===== config.mk =====
export PLATFORM = sky130hd
export DESIGN_NAME = ack_link_tx
export DESIGN_NICKNAME = d
export VERILOG_FILES = /design/src/rtl/ack_link_pkg.sv /design/src/rtl/ack_link_sync.sv /design/src/rtl/ack_link_timer.sv /design/src/rtl/ack_link_rx.sv /design/src/rtl/ack_link_tx.sv
export SDC_FILE = /design/constraint.sdc
export NUM_CORES = 1
export LEC_CHECK = 0
export ABC_AREA = 1
export BUFFER_PORTS_ARGS = -buffer_cell sky130_fd_sc_hd__buf_2
export CAP_MARGIN = 20
export CORE_MARGIN = 2
export CORE_UTILIZATION = 50
export CTS_CLUSTER_SIZE = 8
export DETAILED_ROUTE_END_ITERATION = 7
export GPL_TIMING_DRIVEN = 1
export PLACE_DENSITY = 0.72
export SLEW_MARGIN = 20
export SYNTH_ARGS = -nofsm -noshare
export SYNTH_HDL_FRONTEND = slang
export SYNTH_SLANG_ARGS = --single-unit

===== constraint.sdc =====
create_clock -name clk -period 1.5 [get_ports clk]
set_input_delay 0.075 -clock clk [delete_from_list [all_inputs] [get_ports clk]]
set_output_delay 0.075 -clock clk [all_outputs]
set_load 0.05 [all_outputs]

===== src/rtl/ack_link_pkg.sv =====
package ack_link_pkg;
  typedef enum logic [1:0] {
    ST_IDLE   = 2'd0,
    ST_ACK_LO = 2'd1,
    ST_SETUP  = 2'd2,
    ST_ACK_HI = 2'd3
  } lnk_state_t;
endpackage


===== src/rtl/ack_link_sync.sv =====
module ack_link_sync #(
  parameter int STAGES = 2
) (
  input  logic clk,
  input  logic rst,
  input  logic d,
  output logic q
);
  generate
    if (STAGES <= 1) begin : g_one
      logic r;
      always_ff @(posedge clk) begin
        if (rst) r <= 1'b1;
        else     r <= d;
      end
      assign q = r;
    end else begin : g_chain
      logic [STAGES-1:0] sh;
      always_ff @(posedge clk) begin
        if (rst) sh <= '1;
        else     sh <= {sh[STAGES-2:0], d};
      end
      assign q = sh[STAGES-1];
    end
  endgenerate
endmodule


===== src/rtl/ack_link_timer.sv =====
module ack_link_timer #(
  parameter int LIMIT = 1000
) (
  input  logic clk,
  input  logic rst,
  input  logic clr,
  output logic hit
);
  localparam int CW = $clog2(LIMIT + 1);
  localparam logic [CW-1:0] LAST = CW'(LIMIT - 1);

  logic [CW-1:0] cnt;

  always_ff @(posedge clk) begin
    if (rst || clr) cnt <= '0;
    else if (cnt != LAST) cnt <= cnt + 1'b1;
  end

  assign hit = (cnt == LAST);
endmodule


===== src/rtl/ack_link_rx.sv =====
module ack_link_rx #(
  parameter int W = 8
) (
  input  logic         clk,
  input  logic         rst,
  input  logic         clr,
  input  logic         shift,
  input  logic         sin,
  output logic [W-1:0] q
);
  always_ff @(posedge clk) begin
    if (rst || clr) q <= '0;
    else if (shift) q <= {q[W-2:0], sin};
  end
endmodule


===== src/rtl/ack_link_tx.sv =====
module ack_link_tx
  import ack_link_pkg::*;
#(
  parameter int WORD_W      = 16,
  parameter int BYTE_W      = 8,
  parameter int SETUP_CYC   = 3,
  parameter int TIMEOUT_CYC = 1000,
  parameter int SYNC_STAGES = 2
) (
  input  logic              clk,
  input  logic              rst,
  input  logic              start_i,
  input  logic [WORD_W-1:0] data_i,
  output logic              busy_o,
  output logic              done_o,
  output logic              err_o,
  output logic              lnk_clk_o,
  output logic              lnk_dat_o,
  input  logic              lnk_ack_i
);
  localparam int BC_W = $clog2(WORD_W);
  localparam int BP_W = $clog2(BYTE_W);
  localparam int SC_W = $clog2(SETUP_CYC + 1);
  localparam logic [BC_W-1:0] WORD_LAST  = BC_W'(WORD_W - 1);
  localparam logic [BP_W-1:0] BYTE_LAST  = BP_W'(BYTE_W - 1);
  localparam logic [SC_W-1:0] SETUP_LAST = SC_W'(SETUP_CYC - 1);

  lnk_state_t        state_q;
  logic              ack_s;
  logic              tmr_clr, tmr_hit;
  logic [WORD_W-1:0] tx_q;
  logic [BYTE_W-1:0] rx_q;
  logic [BC_W-1:0]   bit_cnt;
  logic [BP_W-1:0]   byte_pos;
  logic [SC_W-1:0]   setup_cnt;
  logic              err_acc;
  logic              take_start, ack_low_seen, setup_end, ack_high_seen;
  logic              byte_end, byte_bad;

  ack_link_sync #(.STAGES(SYNC_STAGES)) u_sync (
    .clk(clk), .rst(rst), .d(lnk_ack_i), .q(ack_s)
  );

  assign take_start    = (state_q == ST_IDLE) && start_i;
  assign ack_low_seen  = (state_q == ST_ACK_LO) && !ack_s;
  assign setup_end     = (state_q == ST_SETUP) && (setup_cnt == SETUP_LAST);
  assign ack_high_seen = (state_q == ST_ACK_HI) && ack_s;
  assign byte_end      = (byte_pos == BYTE_LAST);
  assign byte_bad      = byte_end && (rx_q != '0);

  // the wait timer restarts on every wait entry and every handshake advance
  assign tmr_clr = !((state_q == ST_ACK_LO) || (state_q == ST_ACK_HI))
                   || ack_low_seen || ack_high_seen;

  ack_link_timer #(.LIMIT(TIMEOUT_CYC)) u_tmr (
    .clk(clk), .rst(rst), .clr(tmr_clr), .hit(tmr_hit)
  );

  ack_link_rx #(.W(BYTE_W)) u_rx (
    .clk(clk), .rst(rst),
    .clr(take_start || (ack_high_seen && byte_end)),
    .shift(setup_end), .sin(ack_s), .q(rx_q)
  );

  always_ff @(posedge clk) begin
    if (rst)             tx_q <= '0;
    else if (take_start) tx_q <= data_i;
    else if (ack_low_seen) tx_q <= {tx_q[WORD_W-2:0], 1'b0};
  end

  always_ff @(posedge clk) begin
    done_o <= 1'b0;
    err_o  <= 1'b0;
    if (rst) begin
      state_q   <= ST_IDLE;
      busy_o    <= 1'b0;
      lnk_clk_o <= 1'b1;
      lnk_dat_o <= 1'b0;
      bit_cnt   <= '0;
      byte_pos  <= '0;
      setup_cnt <= '0;
      err_acc   <= 1'b0;
    end else begin
      case (state_q)
        ST_IDLE: begin
          if (start_i) begin
            state_q   <= ST_ACK_LO;
            busy_o    <= 1'b1;
            lnk_clk_o <= 1'b0;
            bit_cnt   <= '0;
            byte_pos  <= '0;
            err_acc   <= 1'b0;
          end
        end
        ST_ACK_LO: begin
          if (!ack_s) begin
            lnk_dat_o <= tx_q[WORD_W-1];
            setup_cnt <= '0;
            state_q   <= ST_SETUP;
          end else if (tmr_hit) begin
            state_q   <= ST_IDLE;
            busy_o    <= 1'b0;
            lnk_clk_o <= 1'b1;
            done_o    <= 1'b1;
            err_o     <= 1'b1;
          end
        end
        ST_SETUP: begin
          if (setup_cnt == SETUP_LAST) begin
            lnk_clk_o <= 1'b1;
            state_q   <= ST_ACK_HI;
          end else begin
            setup_cnt <= setup_cnt + 1'b1;
          end
        end
        ST_ACK_HI: begin
          if (ack_s) begin
            if (byte_bad) err_acc <= 1'b1;
            byte_pos <= byte_end ? '0 : byte_pos + 1'b1;
            if (bit_cnt == WORD_LAST) begin
              state_q <= ST_IDLE;
              busy_o  <= 1'b0;
              done_o  <= 1'b1;
              err_o   <= err_acc || byte_bad;
            end else begin
              bit_cnt   <= bit_cnt + 1'b1;
              lnk_clk_o <= 1'b0;
              state_q   <= ST_ACK_LO;
            end
          end else if (tmr_hit) begin
            state_q <= ST_IDLE;
            busy_o  <= 1'b0;
            done_o  <= 1'b1;
            err_o   <= 1'b1;
          end
        end
        default: state_q <= ST_IDLE;
      endcase
    end
  end
endmodule


After elaboration in Yosys (flattened, before gate mapping)
Cells that the tools add are included.

word-level totals
  register bits = 53
  input bits = 20
  output and inout port bits = 5
  word-level logic and storage cells = 110

cells by class
  add/subtract/negate cells = 4
  equality and inequality tests = 18
  muxes and demuxes = 44
  bitwise logic cells = 1
  reductions and logical operators = 29

operators with widths
  operator                                                count
  two-way mux 16 bit                                      2
  two-way mux 1 bit                                       20
  two-way mux 2 bit                                       7
  two-way mux 4 bit                                       3
  inequality test 2 bit (second input constant)           6
  AND reduction 4 bit                                     3
  adder 10 x 1 -> 10 bit (second input constant)          1
  == test 10 bit (second input constant)                  1
  inequality test 10 bit (second input constant)          1
  two-way mux 3 bit                                       3
  one-hot mux 2 bit (4 select lines)                      1
  one-hot mux 4 bit (2 select lines)                      1
  nonzero test 8 bit                                      1
  logical OR 1 bit                                        7
  == test 2 bit (second input constant)                   3
  logical AND 1 bit                                       6
  inequality test 2 x 1 -> 1 bit (second input constant)  3
  one-hot mux 1 bit (2 select lines)                      3
  one-hot mux 3 bit (2 select lines)                      1
  AND reduction 3 bit                                     2
  AND reduction 6 bit                                     1
  nonzero test 2 bit                                      3
  adder 4 x 1 -> 4 bit (second input constant)            1
  == test 4 bit (second input constant)                   1
  other kinds (13)                                        15

Logic depth before layout (Yosys ltp)
Gate-level depths: netlist (run 1).

  word-level depth = 6
  depth in mapped cells = 10

Cells and area by module
From an unflattened synthesis (run 1), not the netlist that was laid out.

unflattened totals
  cells, all modules = 390
  area total of the unflattened synthesis = 2727.6 µm²

modules (own cells, without submodules)
  module          times used  cells an instance  area an instance (µm²)
  ack_link_tx     1           256                1770.4
  ack_link_timer  1           76                 536.8
  ack_link_rx     1           51                 361.6
  ack_link_sync   1           7                  58.8

Worst setup path after synthesis (run 1)
Ideal clock, no wire load.

  path kind = reg2reg
  from = reg state_q[0]
  to = reg lnk_clk_o
  arrival time = 1.361 ns
  data required time = 1.378 ns
  setup slack = 0.016 ns
  stages on the path, launching flop included = 9
  path buffers = 0
  clock period less this slack = 1.484 ns
  cells stage by stage = dfxtp_1 inv_1 ha_1 nand2_1 nand2_1 nor3_1 nand2_1 nand2_1 nand3_1

between the ends
  word-level cells in the longest chain between the ends = 3
  elaborated cells between the ends (all ways) = 12
  classes of those cells = eq/ne: 9; mux: 1; reduce/logical: 2

RTL lines
  item                                                                                             RTL line            text
  start, declared                                                                                  ack_link_tx.sv:28   lnk_state_t state_q;
  start signal, assigned                                                                           ack_link_tx.sv:75   state_q <= ST_IDLE;
  start signal, assigned                                                                           ack_link_tx.sv:87   state_q <= ST_ACK_LO;
  start signal, assigned                                                                           ack_link_tx.sv:99   state_q <= ST_SETUP;
  == test 2 bit, or another cell as far along                                                      ack_link_tx.sv:84   case (state_q)
  inequality test 2 x 1 -> 1 bit (no source line) / inequality test 2 bit (equally long branches)  --
  AND reduction 6 bit (no source line)                                                             --
  end signal, assigned                                                                             ack_link_tx.sv:77   lnk_clk_o <= 1'b1;
  end signal, assigned                                                                             ack_link_tx.sv:89   lnk_clk_o <= 1'b0;
  end signal, assigned                                                                             ack_link_tx.sv:103  lnk_clk_o <= 1'b1;
  end, declared                                                                                    ack_link_tx.sv:17   output logic lnk_clk_o,

Parallel ways exist; a longest one is shown, timed or not.
A chain may end at the register's enable or synchronous reset.

Final worst setup path (run 1)
  from = reg state_q[0]
  to = reg setup_cnt[1]

between the ends
  word-level cells in the longest chain between the ends = 3
  elaborated cells between the ends (all ways) = 7
  classes of those cells = eq/ne: 4; mux: 1; reduce/logical: 2

RTL lines
  item                                                                                 RTL line            text
  == test 2 x 1 -> 1 bit / == test 2 bit (equally long branches)                       ack_link_tx.sv:84
  inequality test 2 bit (no source line) / nonzero test 2 bit (equally long branches)  --
  AND reduction 3 bit (no source line)                                                 --
  end signal, assigned                                                                 ack_link_tx.sv:113  setup_cnt <= setup_cnt + 1'b1;
  end, declared                                                                        ack_link_tx.sv:35   logic [SC_W-1:0] setup_cnt;

Parallel ways exist; a longest one is shown, timed or not.

==> key figures, run 1 <==
Route
  • Via count: ~2,300
  • Antenna Violating Nets Remaining: 0
  • Drt total wl: just over 5000 um
  • TritonRoute pass-1 iters: 4
  • 1st-iter DRT viols: 145
  • Drt drc: 0
  • WL/cell: approximately 11 um
  • Via density: ~5.0

Floorplanning
  • Die ar.: around 5600 sq um
  • Horiz. Die Dim: about 75 um
  • Die span in y: 74.9 um
  • Initial core utilization: a little over half
  • Row cnt: 25
  • # IOs: 25
  • Core box area: 4790 sq um

Cells and area
  • Layout cells sized above 1: about 20%
  • Most frequent cells in the layout: nand2_1, nor2_1, dfxtp_1
  • Fillcell total: 443
  • Most common library cell in the layout ignoring fill and taps: nand2_1
  • Fin nets: approximately 420
  • Area Overhead vs Synth: 20.0%
  • ANT cells: 0
  • Design area: between 3000 and 4000 sq um

Clock tree
  • Clock-pin slew on the worst setup and hold paths: approximately 0.09 ns
  • H-tree levels: 2
  • Clock sink count: 53
  • Clk root buf: clkbuf_8
  • Total CTS buffers: 5
  • Clock latency on the worst-skew pair: about 0.30 ns
  • CTS tree: built
  • Max clock buf depth: 2

Critical path
  • Setup crit end kind: flip-flop
  • Worst Path Arrival: roughly 1.7 ns
  • Worst EP required: roughly 1.7 ns
  • WS Path Type: reg -> reg
  • CP Max Fanout: 3
  • Worst setup SP type: flip-flop

Synthesis
  • Syn Nets: 381
  • Synth cell types: 28
  • Synth warn: 0
  • Synth Cell Area: approximately 2500 sq um
  • Sequential area share after synthesis: 42.3%
  • Post-synthesis cell count: 352
  • Yosys reg bits: 53
  • Syn_area_per_cell: 7.13 sq um

Hold path
  • Hold/Removal Path Class: in -> reg

Global route
  • Global Route Usage Sum: between 10% and 20%
  • GR Overflow Total: 0
  • Number of global-route vias before repair: roughly 2,000
  • Wire length of the first global-routing pass: roughly 8400 um
  • Initial antenna violation count: 0
  • Largest net degree at the start of global routing: 19

Run
  • Max-cap violations: 0

Placed design
  • Pre-CTS WS: -0.0814 ns
  • Placed Instance Area: ~2800 sq um
  • Final GP Congestion: 0.890
  • IO Port Bufs: 24
  • HPWL Detailed: roughly 3700 um

Timing
  • Normalized max-slew margin: a little over four fifths
  • Final setup viols: 0
  • Final Skew: 0.00465 ns
  • Worst Slack Setup Final: between 0.06 and 0.07 ns
  • Min cycle time layout: 1.44 ns
  • Final Hold Fails: 0
  • Worst slew pin tran: between 0.2 and 0.25 ns
  • Fin. max-slew vios: 0
  • Final Cycle Share: a little over nine tenths
  • Fmax achieved: between 600 and 700 MHz

Power and ir drop
  • Leakage: between 1 and 1.5 nW
  • Switching pwr: 0.000795 W
  • VDD IR-drop max: about 0.57 mV
  • Clock network power share: 27.0%
  • Total power draw: ~0.0028 W
  • Pwr per Cell Area: around 940 nW/um^2
  • Combinational fraction of design power: approximately a fifth
  • Sw Share: between 20 and 30%
  • Int Pwr: between 0.002 and 0.0025 W
  • Seq pwr share: a little over half

Status
  • Outcome: finished clean
==> routing by layer <==
layer	GRT usage, %	part of all wire (%)	vias to the layer above
met3	4.02	4.7	8
met2	32.7	47	54
met1	24.4	47	1042
met5	0	0	-
met4	7.14	1.6	0
li1	-	-	1227
==> worst paths after layout <==
kind | cells past startpoint | end | slack, ns | startpoint
setup / recovery | 7 | setup_cnt[1] | 0.06 | state_q[0]
setup reg to reg | 7 | setup_cnt[1] | 0.06 | state_q[0]
hold reg to reg | 1 | u_sync.g_chain.sh[1] | 0.42 | u_sync.g_chain.sh[0]
hold / removal | 3 | tx_q[0] | 0.01 | data_i[0]
==> registers in the layout (all words and copies together) (netlist names) <==
signal             count
busy_o                 1
u_tmr.cnt             10
tx_q                  16
u_sync.g_chain.sh      2
bit_cnt                4
err_acc                1
done_o                 1
state_q                2
lnk_clk_o              1
setup_cnt              2
byte_pos               3
err_o                  1
u_rx.q                 8
lnk_dat_o              1
==> cell families (layout without fill, tap and decap cells) <==
group	Yosys count	count (layout)	share of synthesized area, %
xor gates and xnor gates	6	6	2.09
DFF	53	53	42.3
adders and majority gates	9	9	4.48
buffers and inverters	39	83	7.22
AOI/OAI and AO/OA	68	68	13.7
and+or+nand+nor	177	177	30.2
==> stage by stage <==
| step | setup TNS [ns] | hold slack, ns | instances | util [%] |
|---|---|---|---|---|
| 2_1_floorplan | 0 | 0.179 | 352 | - |
| 3_3_place_gp | 0 | 0.259 | 453 | 59.0 |
| 3_5_place_dp | -0.0814 | 0.265 | 453 | 59.0 |
| 4_1_cts | 0 | 0.00202 | 462 | 61.2 |
| 5_1_grt | -0.0959 | 0.0219 | 463 | 63.0 |
| 6_report | 0 | 0.0118 | 463 | 63.0 |
==> worst max-delay path, cell delays in order (launching register included) <==
cell	delay (ns)
dfxtp_4	0.37
buf_4	0.15
ha_4	0.17
buf_4	0.14
nand2_2	0.07
nand2_1	0.06
or3_1	0.30
a21oi_1	0.12
==> power groups by stage <==
| stage | Clock [W] | Combinational [W] | Sequential, W |
|---|---|---|---|
| after floorplan | 0 | 0.000323 | 0.00157 |
| after global placement | 0 | 0.000498 | 0.00154 |
| after detailed placement | 0 | 0.000507 | 0.00154 |
| after CTS | 0.000798 | 0.000519 | 0.00151 |
| after global routing | 0.000831 | 0.000616 | 0.00152 |
| final | 0.000763 | 0.000549 | 0.00151 |
==> cells in the mapped netlist <==
cell type | n | area share (%)
nand2_1 | 82 | 12
nor2_1 | 54 | 8.1
dfxtp_1 | 53 | 42
a21oi_1 | 45 | 9.0
inv_1 | 26 | 3.9
nand3_1 | 25 | 5.0
o21ai_0 | 15 | 3.0
ha_1 | 9 | 4.5
o21ai_1 | 6 | 1.2
nor3_1 | 5 | 1.0
clkbuf_1 | 4 | 0.60
buf_6 | 3 | 1.3
xnor2_1 | 3 | 1.0
xor2_1 | 3 | 1.0
buf_2 | 2 | 0.40
buf_4 | 2 | 0.60
nand4_1 | 2 | 0.50
nor2_4 | 2 | 0.90
or2_2 | 2 | 0.50
a31oi_1 | 1 | 0.25
and3_1 | 1 | 0.25
inv_2 | 1 | 0.15
inv_4 | 1 | 0.25
nand2_4 | 1 | 0.45
nand3_2 | 1 | 0.40
nand3_4 | 1 | 0.70
o31ai_1 | 1 | 0.30
or3_1 | 1 | 0.25
==> repair_timing <==
| item | in CTS | in global routing |
|---|---|---|
| setup endpoints to repair | 4 | 29 |
| gates resized for setup | 5 | 21 |
| gates cloned | 0 | 0 |
| pin swaps | 0 | 5 |
| buffers inserted | 0 | 1 |
| hold buffers | 1 | 0 |
| hold endpoints to repair | 1 | 0 |
==> final cells by class <==
| class | instances | area [sq um] | share of cell area [%] |
|---|---|---|---|
| clock buffer | 8 | 80.1 | 2.66 |
| inverter | 28 | 108 | 3.57 |
| multi-input combinational | 260 | 1360 | 45.0 |
| sequential | 53 | 1070 | 35.4 |
| tap | 67 | 83.8 | 2.78 |
| timing repair buffer | 47 | 320 | 10.6 |
No activity file was read; power rests on OpenSTA's default activity.
==> run 2: changes to the inputs <==
--- a/config.mk
+++ b/config.mk
@@ -14,6 +14,7 @@
 export DETAILED_ROUTE_END_ITERATION = 7
 export GPL_TIMING_DRIVEN = 1
 export PLACE_DENSITY = 0.72
+export SKIP_CTS_REPAIR_TIMING = 1
 export SLEW_MARGIN = 20
 export SYNTH_ARGS = -nofsm -noshare
 export SYNTH_HDL_FRONTEND = slang
==> constraint.sdc (replaced) <==
create_clock -name clk -period 1.5 [get_ports clk]
set_input_delay 0.075 -clock clk [delete_from_list [all_inputs] [get_ports clk]]
set_output_delay 0.075 -clock clk [all_outputs]
set_load 0.005 [all_outputs]
==> run 2 against run 1 <==
Sequential share of layout area increased by 0.10 points; total power down 0.99%; first-iteration DRC count decreased by 19%; via count shrank 0.94%; clock-buffer cell count unchanged; utilization is 0.18 points lower; largest cell class unchanged; global-route usage down 0.11 points; non-clock buffer count unchanged; fmax decreased by 0.12%; die area unchanged; sequential cell count unchanged; sequential power is essentially flat; critical endpoint unchanged.
==> key figures, run 2 (same netlist as run 1, synthesis figures left out) <==
Status
  • Outcome: finished clean

Critical path
  • CP Max Fanout: 3 (unchanged)
  • CP bufs+invs: 2 (unchanged)
  • CP top delay family: simple AND/OR/NAND/NOR gates
  • WS Path Type: reg -> reg
  • Slowest-stage cell, CP: dfxtp_4
  • Worst setup SP type: flip-flop
  • Worst EP required: 1.75 ns (about the same)
  • Worst-path cell chain: buf_4 -> ha_4 -> buf_4 -> nand2_2 -> nand2_1 -> or3_1 -> a21oi_1
  • Slowest stage delay, CP: 0.37 ns (about the same)
  • Worst Path Arrival: 1.68 ns (about the same)
  • Critical path's most frequent cell: buf_4
  • Setup crit end kind: flip-flop

Global route
  • Met3 global-route usage: 4.02% (unchanged)
  • Met1 Usage GRT: 24.2% (-0.17 points)
  • Largest net degree at the start of global routing: 19 (unchanged)
  • Initial antenna violation count: 0 (unchanged)
  • Global Route Usage Sum: 19.2% (-0.11 points)
  • Wire length of the first global-routing pass: 8360 um (-0.67%)
  • GR peak layer: met2
  • Number of global-route vias before repair: 1,983 (-0.45%)
  • Met2 GRT Util: 32.7% (unchanged)
  • GR Overflow Total: 0 (unchanged)

Clock tree
  • Clock latency on the worst-skew pair: 0.31 ns (about the same)
  • Total CTS buffers: 5 (unchanged)
  • Clk root buf: clkbuf_8
  • Clock-pin slew on the worst setup and hold paths: 0.09 ns (about the same)
  • Clock sink count: 53 (unchanged)
  • H-tree levels: 2 (unchanged)
  • Max clock buf depth: 2 (unchanged)
  • CTS tree: built

Placed design
  • Placed Instance Area: 2820 sq um (unchanged)
  • Placed instance count: 453 (unchanged)
  • Final GP Congestion: 0.890 (unchanged)
  • HPWL Detailed: 3730 um (unchanged)
  • IO Port Bufs: 24 (unchanged)

Route
  • Drt drc: 0 (unchanged)
  • WL/cell: 11.2 um (about the same)
  • TritonRoute pass-1 iters: 5 (+1)
  • Via count: 2,309 (-0.94%)
  • Antenna Violating Nets Remaining: 0 (unchanged)
  • Via density: 4.99 (-0.94%)
  • Drt total wl: 5190 um (about the same)
  • 1st-iter DRT viols: 118 (-19%)

Cells and area
  • Most frequent cells in the layout: nand2_1, nor2_1, dfxtp_1
  • Area of the multi-input gates: 1350 sq um (-0.65%)
  • Most flops, register: tx_q
  • Regs by FF count: tx_q x16, u_tmr.cnt x10, u_rx.q x8
  • Fillcell total: 451 (+1.8%)
  • Sequential standard cell area: 1070 sq um (unchanged)
  • Max reg flops: 16 (unchanged)
  • ANT cells: 0 (unchanged)
  • Fin nets: 424 (unchanged)
  • Fin util: 62.8% (-0.18 points)
  • Area Overhead vs Synth: 19.6%
  • Design area: 3000 sq um (-0.29%)
  • Non-filler instance count after layout: 463 (unchanged)
  • Layout cells sized above 1: 19.7% (-0.25 points)
  • Most common library cell in the layout ignoring fill and taps: nand2_1

Power and ir drop
  • Leakage: 1.24 nW (about the same)
  • VDD IR-drop max: 0.568 mV (-0.86%)
  • Pwr per Cell Area: 931 nW/um^2 (-0.70%)

Floorplanning
  • Die ar.: 5610 sq um (unchanged)
  • Row cnt: 25 (unchanged)
  • Horiz. Die Dim: 74.9 um (unchanged)
  • Core box area: 4790 sq um (unchanged)
  • Initial core utilization: 52.5% (unchanged)
  • # IOs: 25 (unchanged)
  • Die span in y: 74.9 um (unchanged)

Timing
  • Min cycle time layout: 1.44 ns (+0.00172 ns)
  • Fin Setup TNS: 0 ns (unchanged)
  • Final Skew: 0.00611 ns (+0.00146 ns)
  • Fmax achieved: 695 MHz (-0.12%)
  • Fin. max-slew vios: 0 (unchanged)
  • Final setup viols: 0 (unchanged)
  • Final Hold Fails: 0 (unchanged)
  • Normalized max-slew margin: 84.2% (-0.19 points)
  • Worst slew pin tran: 0.235 ns (+0.00345 ns)
  • Final Cycle Share: 95.9% (+0.11 points)

Hold path
  • Hold/Removal Path Class: in -> reg

Run
  • Max-cap violations: 0 (unchanged)
[run 2: cell counts in the layout (fill, tap and decap cells not counted)]
Identical to the previous run, type by type.
[run 2: report_power, final]
group | total [W] | internal, W | switching, W
combinational | 0.000513 | 0.000222 | 0.000291
sequential | 0.00151 | 0.00147 | 0.0000389
clock | 0.000772 | 0.000333 | 0.000440
total | 0.00280 | 0.00203 | 0.000770
[run 2: final cells by class]
cell class	instances	area share, %
clock buffers	8	2.67
inverters	28	3.58
multi-input cells	260	44.8
well taps	67	2.79
flip-flops and latches	53	35.5
repair buffers	47	10.7
[run 2: worst paths after layout]
kind                          endpoint                 start  slack [ns]  depth (start not counted)
setup reg to reg          setup_cnt[1]            state_q[0]        0.06                          7
setup / recovery          setup_cnt[1]            state_q[0]        0.06                          7
hold reg to reg   u_sync.g_chain.sh[1]  u_sync.g_chain.sh[0]        0.42                          1
hold / removal                 tx_q[0]             data_i[0]        0.01                          3
[run 2: tightest hold or removal path, delay by kind of cell]
family | cells | cell delay [ns]
compound gates | 1 | 0.05
simple gates | 1 | 0.05
buf+inv | 1 | 0.09
[run 2: per-stage QoR]
| stage | hold WS, ns | total power, W | setup WS (ns) |
|---|---|---|---|
| floorplan | 0.179 | 0.00186 | 0.0261 |
| global placement | 0.259 | 0.00200 | 0.0117 |
| finish | 0.0113 | 0.00280 | 0.0618 |
| CTS | -0.0572 | 0.00278 | -0.100 |
| global route | 0.0219 | 0.00293 | -0.0419 |
| detailed placement | 0.265 | 0.00202 | -0.0814 |
[run 2: per-layer routing]
metal / vias to the layer above / wire (um)
met2: 45 / 2420
met5: - / 0
met3: 8 / 213
met4: 0 / 81
met1: 1028 / 2470
li1: 1228 / -
